### src/rtl/ep_irq_pkg.sv
package ep_irq_pkg;
  typedef enum logic [1:0] {
    EP_CTRL = 2'd0,
    EP_ISO  = 2'd1,
    EP_BULK = 2'd2,
    EP_INTR = 2'd3
  } ep_kind_e;

  localparam int NFLAG = 8;   // internal sticky flags
  localparam int NSTAT = 10;  // visible status bits
  localparam int NIRQ  = 9;   // status bits that can interrupt

  // internal flag indices (also status positions 0..7)
  localparam int F_RXOUT  = 0;
  localparam int F_SHARED = 1;
  localparam int F_NAKOUT = 2;
  localparam int F_NAKIN  = 3;
  localparam int F_OVF    = 4;
  localparam int F_CRC    = 5;
  localparam int F_STALL  = 6;
  localparam int F_SHORT  = 7;
  // status-only positions
  localparam int S_ALIAS  = 8;
  localparam int S_STALLRQ = 9;

  localparam logic [1:0] A_STAT = 2'd0;
  localparam logic [1:0] A_CLR  = 2'd1;
  localparam logic [1:0] A_SET  = 2'd2;
  localparam logic [1:0] A_EN   = 2'd3;
endpackage

### src/rtl/ep_event_qual.sv
module ep_event_qual
  import ep_irq_pkg::*;
(
  input  ep_kind_e         kind_i,
  input  logic             dir_in_i,
  input  logic             dmaend_en_i,
  input  logic             auto_sw_i,
  input  logic             stall_rq_i,
  input  logic             ev_rx_out_i,
  input  logic             ev_setup_i,
  input  logic             ev_underflow_i,
  input  logic             ev_bank_full_i,
  input  logic             ev_nak_in_i,
  input  logic             ev_nak_out_i,
  input  logic             ev_overflow_i,
  input  logic             ev_crc_err_i,
  input  logic             ev_stall_sent_i,
  input  logic             ev_short_i,
  output logic [NFLAG-1:0] set_o
);
  logic is_ctrl, is_iso;
  assign is_ctrl = (kind_i == EP_CTRL);
  assign is_iso  = (kind_i == EP_ISO);

  always_comb begin
    set_o           = '0;
    // received-OUT source depends on endpoint kind
    set_o[F_RXOUT]  = is_ctrl ? ev_rx_out_i : (!dir_in_i && ev_bank_full_i);
    // shared position
    set_o[F_SHARED] = (is_ctrl && ev_setup_i) || (is_iso && ev_underflow_i);
    set_o[F_NAKOUT] = ev_nak_out_i;
    set_o[F_NAKIN]  = ev_nak_in_i;
    set_o[F_OVF]    = ev_overflow_i;

    set_o[F_CRC]    = is_iso && !dir_in_i && ev_crc_err_i;

    set_o[F_STALL]  = stall_rq_i && ev_stall_sent_i;

    set_o[F_SHORT]  = !is_ctrl && dir_in_i && dmaend_en_i && auto_sw_i && ev_short_i;
  end
endmodule

### src/rtl/ep_flag_bank.sv
module ep_flag_bank #(
  parameter int N = 8
) (
  input  logic         clk,
  input  logic         rst_n,
  input  logic [N-1:0] set_i,
  input  logic [N-1:0] clr_i,
  output logic [N-1:0] flag_o
);
  logic [N-1:0] flag_q;

  for (genvar i = 0; i < N; i++) begin : g_cell
    always_ff @(posedge clk or negedge rst_n) begin
      if (!rst_n)        flag_q[i] <= 1'b0;
      else if (set_i[i]) flag_q[i] <= 1'b1;   // set wins over clear
      else if (clr_i[i]) flag_q[i] <= 1'b0;
    end
  end

  assign flag_o = flag_q;


  set_wins_chk: assert property (@(posedge clk) disable iff (!rst_n)
    (|set_i) |=> ((flag_q & $past(set_i)) == $past(set_i)));


  sticky_hold_chk: assert property (@(posedge clk) disable iff (!rst_n)
    (|(flag_q & ~clr_i)) |=> ((flag_q & $past(flag_q & ~clr_i)) == $past(flag_q & ~clr_i)));
endmodule

### src/rtl/ep_reg_port.sv
module ep_reg_port
  import ep_irq_pkg::*;
#(
  parameter int DATA_W = 16,
  parameter int ADDR_W = 2
) (
  input  logic              clk,
  input  logic              rst_n,
  input  logic              wr_i,
  input  logic [ADDR_W-1:0] addr_i,
  input  logic [DATA_W-1:0] wdata_i,
  input  logic [NSTAT-1:0]  status_i,
  output logic [NFLAG-1:0]  clr_o,
  output logic              rq_set_o,
  output logic              rq_clr_o,
  output logic [NIRQ-1:0]   en_o,
  output logic [DATA_W-1:0] rdata_o
);
  logic wr_clr, wr_set, wr_en;
  logic [NIRQ-1:0] en_q;

  assign wr_clr = wr_i && (addr_i == ADDR_W'(A_CLR));
  assign wr_set = wr_i && (addr_i == ADDR_W'(A_SET));
  assign wr_en  = wr_i && (addr_i == ADDR_W'(A_EN));

  always_comb begin
    clr_o = '0;
    if (wr_clr) begin
      clr_o           = wdata_i[NFLAG-1:0];
      clr_o[F_SHARED] = wdata_i[F_SHARED] | wdata_i[S_ALIAS];
    end
  end

  assign rq_set_o = wr_set && wdata_i[S_STALLRQ];
  assign rq_clr_o = wr_clr && wdata_i[S_STALLRQ];

  always_ff @(posedge clk or negedge rst_n) begin
    if (!rst_n)     en_q <= '0;
    else if (wr_en) en_q <= wdata_i[NIRQ-1:0];
  end
  assign en_o = en_q;

  always_comb begin
    rdata_o = '0;
    case (addr_i)
      ADDR_W'(A_STAT): rdata_o[NSTAT-1:0] = status_i;
      ADDR_W'(A_EN):   rdata_o[NIRQ-1:0]  = en_q;
      default:         rdata_o = '0;
    endcase
  end

  logic unused_bits;
  assign unused_bits = ^wdata_i[DATA_W-1:NSTAT];


  wo_reads_zero_chk: assert property (@(posedge clk) disable iff (!rst_n)
    ((addr_i == ADDR_W'(A_CLR)) || (addr_i == ADDR_W'(A_SET))) |-> (rdata_o == '0));
endmodule

### src/rtl/ep_irq_status.sv
module ep_irq_status
  import ep_irq_pkg::*;
#(
  parameter int DATA_W = 16,
  parameter int ADDR_W = 2
) (
  input  logic              clk,
  input  logic              rst_n,
  input  logic [1:0]        ep_kind_i,
  input  logic              dir_in_i,
  input  logic              dmaend_en_i,
  input  logic              auto_sw_i,
  input  logic              ev_rx_out_i,
  input  logic              ev_setup_i,
  input  logic              ev_underflow_i,
  input  logic              ev_bank_full_i,
  input  logic              ev_nak_in_i,
  input  logic              ev_nak_out_i,
  input  logic              ev_overflow_i,
  input  logic              ev_crc_err_i,
  input  logic              ev_stall_sent_i,
  input  logic              ev_short_i,
  input  logic              reg_wr_i,
  input  logic [ADDR_W-1:0] reg_addr_i,
  input  logic [DATA_W-1:0] reg_wdata_i,
  output logic [DATA_W-1:0] reg_rdata_o,
  output logic              stall_rq_o,
  output logic              bank_release_o,
  output logic              ep_irq_o
);
  ep_kind_e kind;
  assign kind = ep_kind_e'(ep_kind_i);

  logic [NFLAG-1:0] set_vec, clr_vec, flags;
  logic [NIRQ-1:0]  en_vec;
  logic [NSTAT-1:0] status_vis;
  logic rq_set, rq_clr, stall_rq_q, rel_q, shared_vis;

  ep_event_qual u_qual (
    .kind_i          (kind),
    .dir_in_i        (dir_in_i),
    .dmaend_en_i     (dmaend_en_i),
    .auto_sw_i       (auto_sw_i),
    .stall_rq_i      (stall_rq_q),
    .ev_rx_out_i     (ev_rx_out_i),
    .ev_setup_i      (ev_setup_i),
    .ev_underflow_i  (ev_underflow_i),
    .ev_bank_full_i  (ev_bank_full_i),
    .ev_nak_in_i     (ev_nak_in_i),
    .ev_nak_out_i    (ev_nak_out_i),
    .ev_overflow_i   (ev_overflow_i),
    .ev_crc_err_i    (ev_crc_err_i),
    .ev_stall_sent_i (ev_stall_sent_i),
    .ev_short_i      (ev_short_i),
    .set_o           (set_vec)
  );

  ep_flag_bank #(.N(NFLAG)) u_flags (
    .clk    (clk),
    .rst_n  (rst_n),
    .set_i  (set_vec),
    .clr_i  (clr_vec),
    .flag_o (flags)
  );

  ep_reg_port #(.DATA_W(DATA_W), .ADDR_W(ADDR_W)) u_regs (
    .clk      (clk),
    .rst_n    (rst_n),
    .wr_i     (reg_wr_i),
    .addr_i   (reg_addr_i),
    .wdata_i  (reg_wdata_i),
    .status_i (status_vis),
    .clr_o    (clr_vec),
    .rq_set_o (rq_set),
    .rq_clr_o (rq_clr),
    .en_o     (en_vec),
    .rdata_o  (reg_rdata_o)
  );

  // stall request: set wins over clear
  always_ff @(posedge clk or negedge rst_n) begin
    if (!rst_n)      stall_rq_q <= 1'b0;
    else if (rq_set) stall_rq_q <= 1'b1;
    else if (rq_clr) stall_rq_q <= 1'b0;
  end
  assign stall_rq_o = stall_rq_q;

  // shared flag is hidden on bulk and interrupt endpoints
  assign shared_vis = flags[F_SHARED] && ((kind == EP_CTRL) || (kind == EP_ISO));

  always_comb begin
    status_vis            = '0;
    status_vis[NFLAG-1:0] = flags;
    status_vis[F_SHARED]  = shared_vis;
    status_vis[S_ALIAS]   = shared_vis;
    status_vis[S_STALLRQ] = stall_rq_q;
  end

  assign ep_irq_o = |(status_vis[NIRQ-1:0] & en_vec);

  always_ff @(posedge clk or negedge rst_n) begin
    if (!rst_n) rel_q <= 1'b0;
    else        rel_q <= (kind == EP_CTRL) && (clr_vec[F_RXOUT] || clr_vec[F_SHARED]);
  end
  assign bank_release_o = rel_q;


  irq_cause_chk: assert property (@(posedge clk) disable iff (!rst_n)
    $rose(ep_irq_o) |-> ($past(|set_vec) || $past(reg_wr_i && reg_addr_i == ADDR_W'(A_EN))
                         || (ep_kind_i != $past(ep_kind_i))));


  shared_hidden_chk: assert property (@(posedge clk) disable iff (!rst_n)
    ((ep_kind_i[1] == 1'b1) && (reg_addr_i == ADDR_W'(A_STAT)))
      |-> (!reg_rdata_o[F_SHARED] && !reg_rdata_o[S_ALIAS]));


  stall_needs_rq_chk: assert property (@(posedge clk) disable iff (!rst_n)
    $rose(flags[F_STALL]) |-> $past(stall_rq_q));


  short_gate_chk: assert property (@(posedge clk) disable iff (!rst_n)
    $rose(flags[F_SHORT]) |-> $past(dmaend_en_i && auto_sw_i && dir_in_i && ep_kind_i != 2'd0));


  crc_iso_out_chk: assert property (@(posedge clk) disable iff (!rst_n)
    $rose(flags[F_CRC]) |-> $past(ep_kind_i == 2'd1 && !dir_in_i));


  release_ctrl_chk: assert property (@(posedge clk) disable iff (!rst_n)
    bank_release_o |-> ($past(ep_kind_i) == 2'd0));
endmodule

### config.mk
export PLATFORM = sky130hd
export DESIGN_NAME = ep_irq_status
export DESIGN_NICKNAME = d
export VERILOG_FILES = /design/src/rtl/ep_irq_pkg.sv /design/src/rtl/ep_event_qual.sv /design/src/rtl/ep_flag_bank.sv /design/src/rtl/ep_reg_port.sv /design/src/rtl/ep_irq_status.sv
export SDC_FILE = /design/constraint.sdc
export NUM_CORES = 1
export LEC_CHECK = 0
export BUFFER_PORTS_ARGS = -buffer_cell sky130_fd_sc_hd__buf_4
export CAP_MARGIN = 20
export CORE_MARGIN = 8
export CORE_UTILIZATION = 44
export CTS_CLUSTER_SIZE = 20
export DETAILED_ROUTE_END_ITERATION = 10
export GPL_ROUTABILITY_DRIVEN = 0
export PLACE_DENSITY = 0.79
export SLEW_MARGIN = 20
export SYNTH_ARGS = -nofsm -noshare
export SYNTH_HDL_FRONTEND = slang
export SYNTH_SLANG_ARGS = --single-unit
export TNS_END_PERCENT = 100
### constraint.sdc
create_clock -name clk -period 1.29 [get_ports clk]
set_clock_uncertainty 0.1 [all_clocks]
set_input_delay 0.258 -clock clk [delete_from_list [all_inputs] [get_ports clk]]
set_output_delay 0.258 -clock clk [all_outputs]
set_load 0.05 [all_outputs]
### Yosys cells after proc, flatten, opt, wreduce, memory -nomap -nowiden

Index checks and enable logic that the tools add are counted.

| storage, ports and cells | value |
|---|---|
| flip-flop bits (word level) | 19 |
| bits in latches | 0 |
| RAM bits | 0 |
| bits in read-only memories | 0 |
| bits of input ports | 36 |
| memories kept | 0 |

| cells by class | value |
|---|---|
| $add $sub $neg | 0 |
| $mul | 0 |
| divide/modulo/power cells | 0 |
| order comparisons | 0 |
| equal/unequal tests | 4 |
| shift-type cells | 0 |
| multiplexer cells | 22 |
| bitwise logic cells | 2 |
| reductions and logical operators | 34 |

Operators by type and width:

| operator | number |
|---|---|
| 2-to-1 mux 1 bit | 20 |
| case mux 9 bit (2 select lines) | 1 |
| nonzero test 2 bit | 9 |
| logical AND 1 bit | 17 |
| bitwise AND 9 bit | 1 |
| OR reduction 9 bit | 1 |
| 2-to-1 mux 8 bit | 1 |
| == test 2 x 1 -> 1 bit (second input constant) | 2 |
| == test 2 bit (second input constant) | 2 |
| zero test 2 bit | 2 |
| logical OR 1 bit | 3 |
| zero test 1 bit | 2 |
| bitwise OR 1 bit | 1 |

### Depth between registers and ports, before layout

| logic depth | value |
|---|---|
| word-level depth | 7 |
| depth in mapped cells | 6 |
| gate-level depth less buffers | 5 |

### Cells and area by module

Synthesis repeated with hierarchy kept, for this count alone.

| unflattened totals | value |
|---|---|
| cells, all modules | 113 |
| area, all modules | 1,186.1 um^2 |

By module, submodules not included:

| module | instances | cells each | area an instance (um^2) | sequential area each (um^2) |
|---|---|---|---|---|
| ep_reg_port | 1 | 65 | 685.7 | 225.2 |
| ep_flag_bank | 1 | 24 | 290.3 | 200.2 |
| ep_irq_status | 1 | 12 | 120.1 | 50.0 |
| ep_event_qual | 1 | 12 | 90.1 | 0.0 |

### Worst setup path after synthesis

No wires, ideal clock.

| path | value |
|---|---|
| path kind | input port to output port |
| from | in reg_addr_i[0] |
| to | out reg_rdata_o[1] |
| arrival time | 1.555 ns |
| setup slack | -0.623 ns |
| cell stages on the path | 5 |
| buffers on the path | 1 |
| cell sequence | inv_1 -> ha_1 -> clkbuf_1 -> nand2_1 -> a21oi_1 |

| between the ends | value |
|---|---|
| cells in the longest elaborated chain, start to end | 2 |

Ends and longest elaborated chain:

| what | RTL line | source |
|---|---|---|
| from (decl) | ep_irq_status.sv:24 | `input logic [ADDR_W-1:0] reg_addr_i,` |
| == test 2 bit / zero test 2 bit (equally long branches) | ep_reg_port.sv:45 | `case (addr_i)` |
| case mux 9 bit (2 select lines) * | ep_reg_port.sv:45 |  |
| to (decl) | ep_irq_status.sv:26 | `output logic [DATA_W-1:0] reg_rdata_o,` |

Every way passes the cells marked *; elsewhere a longest branch is shown, timed or not.

### Worst setup path after layout

| path | value |
|---|---|
| from | reg u_flags.flag_q[6], in the netlist u_flags.flag_o[6] |
| to | out ep_irq_o |

| between the ends | value |
|---|---|
| cells in the longest elaborated chain, start to end | 2 |

Ends and longest elaborated chain:

| what | RTL line | source |
|---|---|---|
| from (decl) | ep_flag_bank.sv:10 | `logic [N-1:0] flag_q;` |
| from (signal, indexed assignment) | ep_flag_bank.sv:14 | `if (!rst_n) flag_q[i] <= 1'b0;` |
| from (signal, indexed assignment) | ep_flag_bank.sv:15 | `else if (set_i[i]) flag_q[i] <= 1'b1;` |
| from (signal, indexed assignment) | ep_flag_bank.sv:16 | `else if (clr_i[i]) flag_q[i] <= 1'b0;` |
| bitwise AND 9 bit | ep_irq_status.sv:99 | `assign ep_irq_o = \|(status_vis[NIRQ-1:0] & en_vec);` |
| OR reduction 9 bit | ep_irq_status.sv:99 |  |
| to (decl) | ep_irq_status.sv:29 | `output logic ep_irq_o` |

No other way between the ends.

==> results.yml <==
cts:
  numClockSinks: 19
  ctsRootBufferMaster: "clkbuf_4"
  cts_made_buffers: 3
  clock_path_buffers: 2
  clock_latency_ns: 0.29
  cts.reportedPaths.clkPinSlew_ns: 0.11
  h-tree-depth: 1
  cts_tree: "done"
die:
  io_pins: 55
  dieArea_um2: 4150
  initial_core_util: 0.467
  rows: 17
  die_height_um: 64.4
  fp.coreArea_um2: 2210
  die_x_um: 64.4
placed_design:
  port_buffers: 42
  hpwl_um: 2580
  dp.cells: 184
worst_hold_path:
  hold_class: "in2reg"
  min_from: "ev_nak_out_i"
final_layout:
  final_cell_count_no_fill: 200
  nets: 213
  num_antenna_cells: 0
  num-fill-cells: 102
  drive_gt1_frac: 0.657
  syn2layout_area_growth_pct: 86.8
drt:
  remaining_drc_errors: 0
  vias: 1127
  routed_wirelength_um: 4290
  wire_per_inst_um: 21.4
  first_iter_violations: 92
  ant_nets: 0
  viasPerCell: 5.64
  dr.pass1.iters: 4
yosys:
  ys_seq_area_frac: 0.461
  ys_seq_elements: 19
  synth.most_common_cell: "dfrtp_1"
  ys.flop_type: "dfrtp_1"
  synth_top_area_share: 0.461
  synth_common_cells: "dfrtp_1, nand2_1, mux2_2"
  ys_types: 31
  synth-edff-count: 0
  netlist_top_cells_area: "dfrtp_1, mux2_2, a22oi_1, ha_1, buf_4"
  yosysWarnings: 0
  synth.avg_cell_area_um2: 10.5
  async_flop_share: 1.00
  syn_area_um2: 1030
  synth_cells: 98
  yosysTopAreaCell: "dfrtp_1"
global_route:
  grt_pass1_vias: 1235
  overflow: 0
  grt_pass1_wl_um: 6040
  gr-usage-all-layers: 0.184
  grt_max_degree: 20
  antenna_found_initial: 0
worst_setup_path:
  critPathArrivalTime_ns: 1.50
  cp.required_ns: 0.93
  crit_path_start_kind: "flop"
  rrSetupSlack_ns: 0.16
  end_kind: "primary output"
  crit_path_start: "u_flags.flag_o[6]"
  reg2reg_from: "u_flags.flag_o[7]"
  criticalPathCategory: "reg2out"
  worst-path-max-fanout: 2
status:
  violations: "setup timing"
  outcome: "finished, violations left"
pwr:
  ir_drop_mv: 0.791
  p_total_mw: 1.98
  p_leak_nw: 0.877
  power_density_nw_per_um2: 1030
run:
  cap_violations: 0
sta:
  rsz0062_at_grt: "true"
  slew_violations: 0
  min_period_over_period: 1.44
  worst_slack_ns: -0.563
  finalCriticalPeriod_ns: 1.85
  hold_violations: 0
  fmax_mhz: 540
  setup_viol: 12
-- path summary, 6_finish.rpt --
path                                      to  depth (start not counted)
min                        u_flags.flag_o[2]                          2
max reg2reg                u_flags.flag_o[7]                          4
min in group asynchronous  u_flags.flag_o[1]                          2
min reg2reg                u_flags.flag_o[2]                          1
max                                 ep_irq_o                          3
max in group asynchronous         stall_rq_o                          2
-- critical path, cell delays in order, from the launching register on --
cell and delay [ns]:
dfrtp_1 0.41, a222oi_1 0.47, nand3_2 0.14, buf_6 0.18
-- cells in the final DEF, fill, tap and decap left out, types with 2 or more instances in the layout --
master,synthesis,routed
nand2_4,0,2
a21oi_4,0,2
a22o_1,2,2
nand2_1,11,10
conb_1,1,6
ha_4,0,2
buf_6,1,15
nor2_4,0,7
o21ai_0,2,2
a21o_1,4,4
mux2_2,9,9
buf_4,6,50
a22oi_2,0,7
clkbuf_4,0,3
dfrtp_1,19,18
buf_12,0,2
buf_8,0,7
ha_1,4,2
-- kinds of logic after synthesis --
| group | after synthesis | share of synthesized area |
|---|---|---|
| AOI/OAI and AO/OA | 24 | 0.179 |
| adders and majority gates | 4 | 0.0485 |
| buffers and inverters | 12 | 0.0739 |
| DFF | 19 | 0.461 |
| muxes | 10 | 0.108 |
| other | 1 | 0.00363 |
| and+or+nand+nor | 28 | 0.126 |
-- stage by stage --
stage	setup WS [ns]	setup TNS (ns)	util	cell area [µm²]	hold slack, ns
3_3_place_gp	-0.491	-9.14	0.749	1660	0.0423
3_5_place_dp	-0.522	-9.64	0.749	1660	0.0453
6_report	-0.563	-3.56	0.872	1930	0.0318
4_1_cts	-0.504	-3.32	0.860	1900	0.0361
5_1_grt	-0.605	-4.06	0.872	1930	0.0166
2_1_floorplan	-0.125	-0.397	-	1240	-0.138
-- power breakdown --
part | switching, mW | internal (mW)
logic | 0.458 | 0.449
clock network | 0.193 | 0.120
registers | 0.0733 | 0.684
total | 0.724 | 1.25
-- state kept, by name (all words and copies together) (netlist names) --
register        count
u_regs.en_o         9
stall_rq_o          1
bank_release_o      1
u_flags.flag_o      8
-- routing by layer --
layer / global-route usage / part of all wire / vias up
met5: 0 / 0 / -
met4: 0.104 / 0.038 / 0
met3: 0.0481 / 0.10 / 15
met2: 0.332 / 0.50 / 80
met1: 0.190 / 0.36 / 539
li1: - / - / 493
-- area by class of cell --
class                   instances  area [µm²]  share of cell area
multi-input cells              72         668               0.347
inverters                       2        22.5              0.0117
repair buffers                 75         699               0.363
well taps                      28        35.0              0.0182
clock buffers                   4        26.3              0.0136
flip-flops and latches         19         477               0.247
-- repair_timing --
action                                  in CTS  in global routing
hold endpoints to repair                    19                  0
hold buffers                                 1                  0
setup buffers                                9                  4
endpoints found under the setup margin      21                 12
pin swaps                                   17                  7
resized for setup                           37                  1
Note: power is estimated with default switching activity, not from simulation.
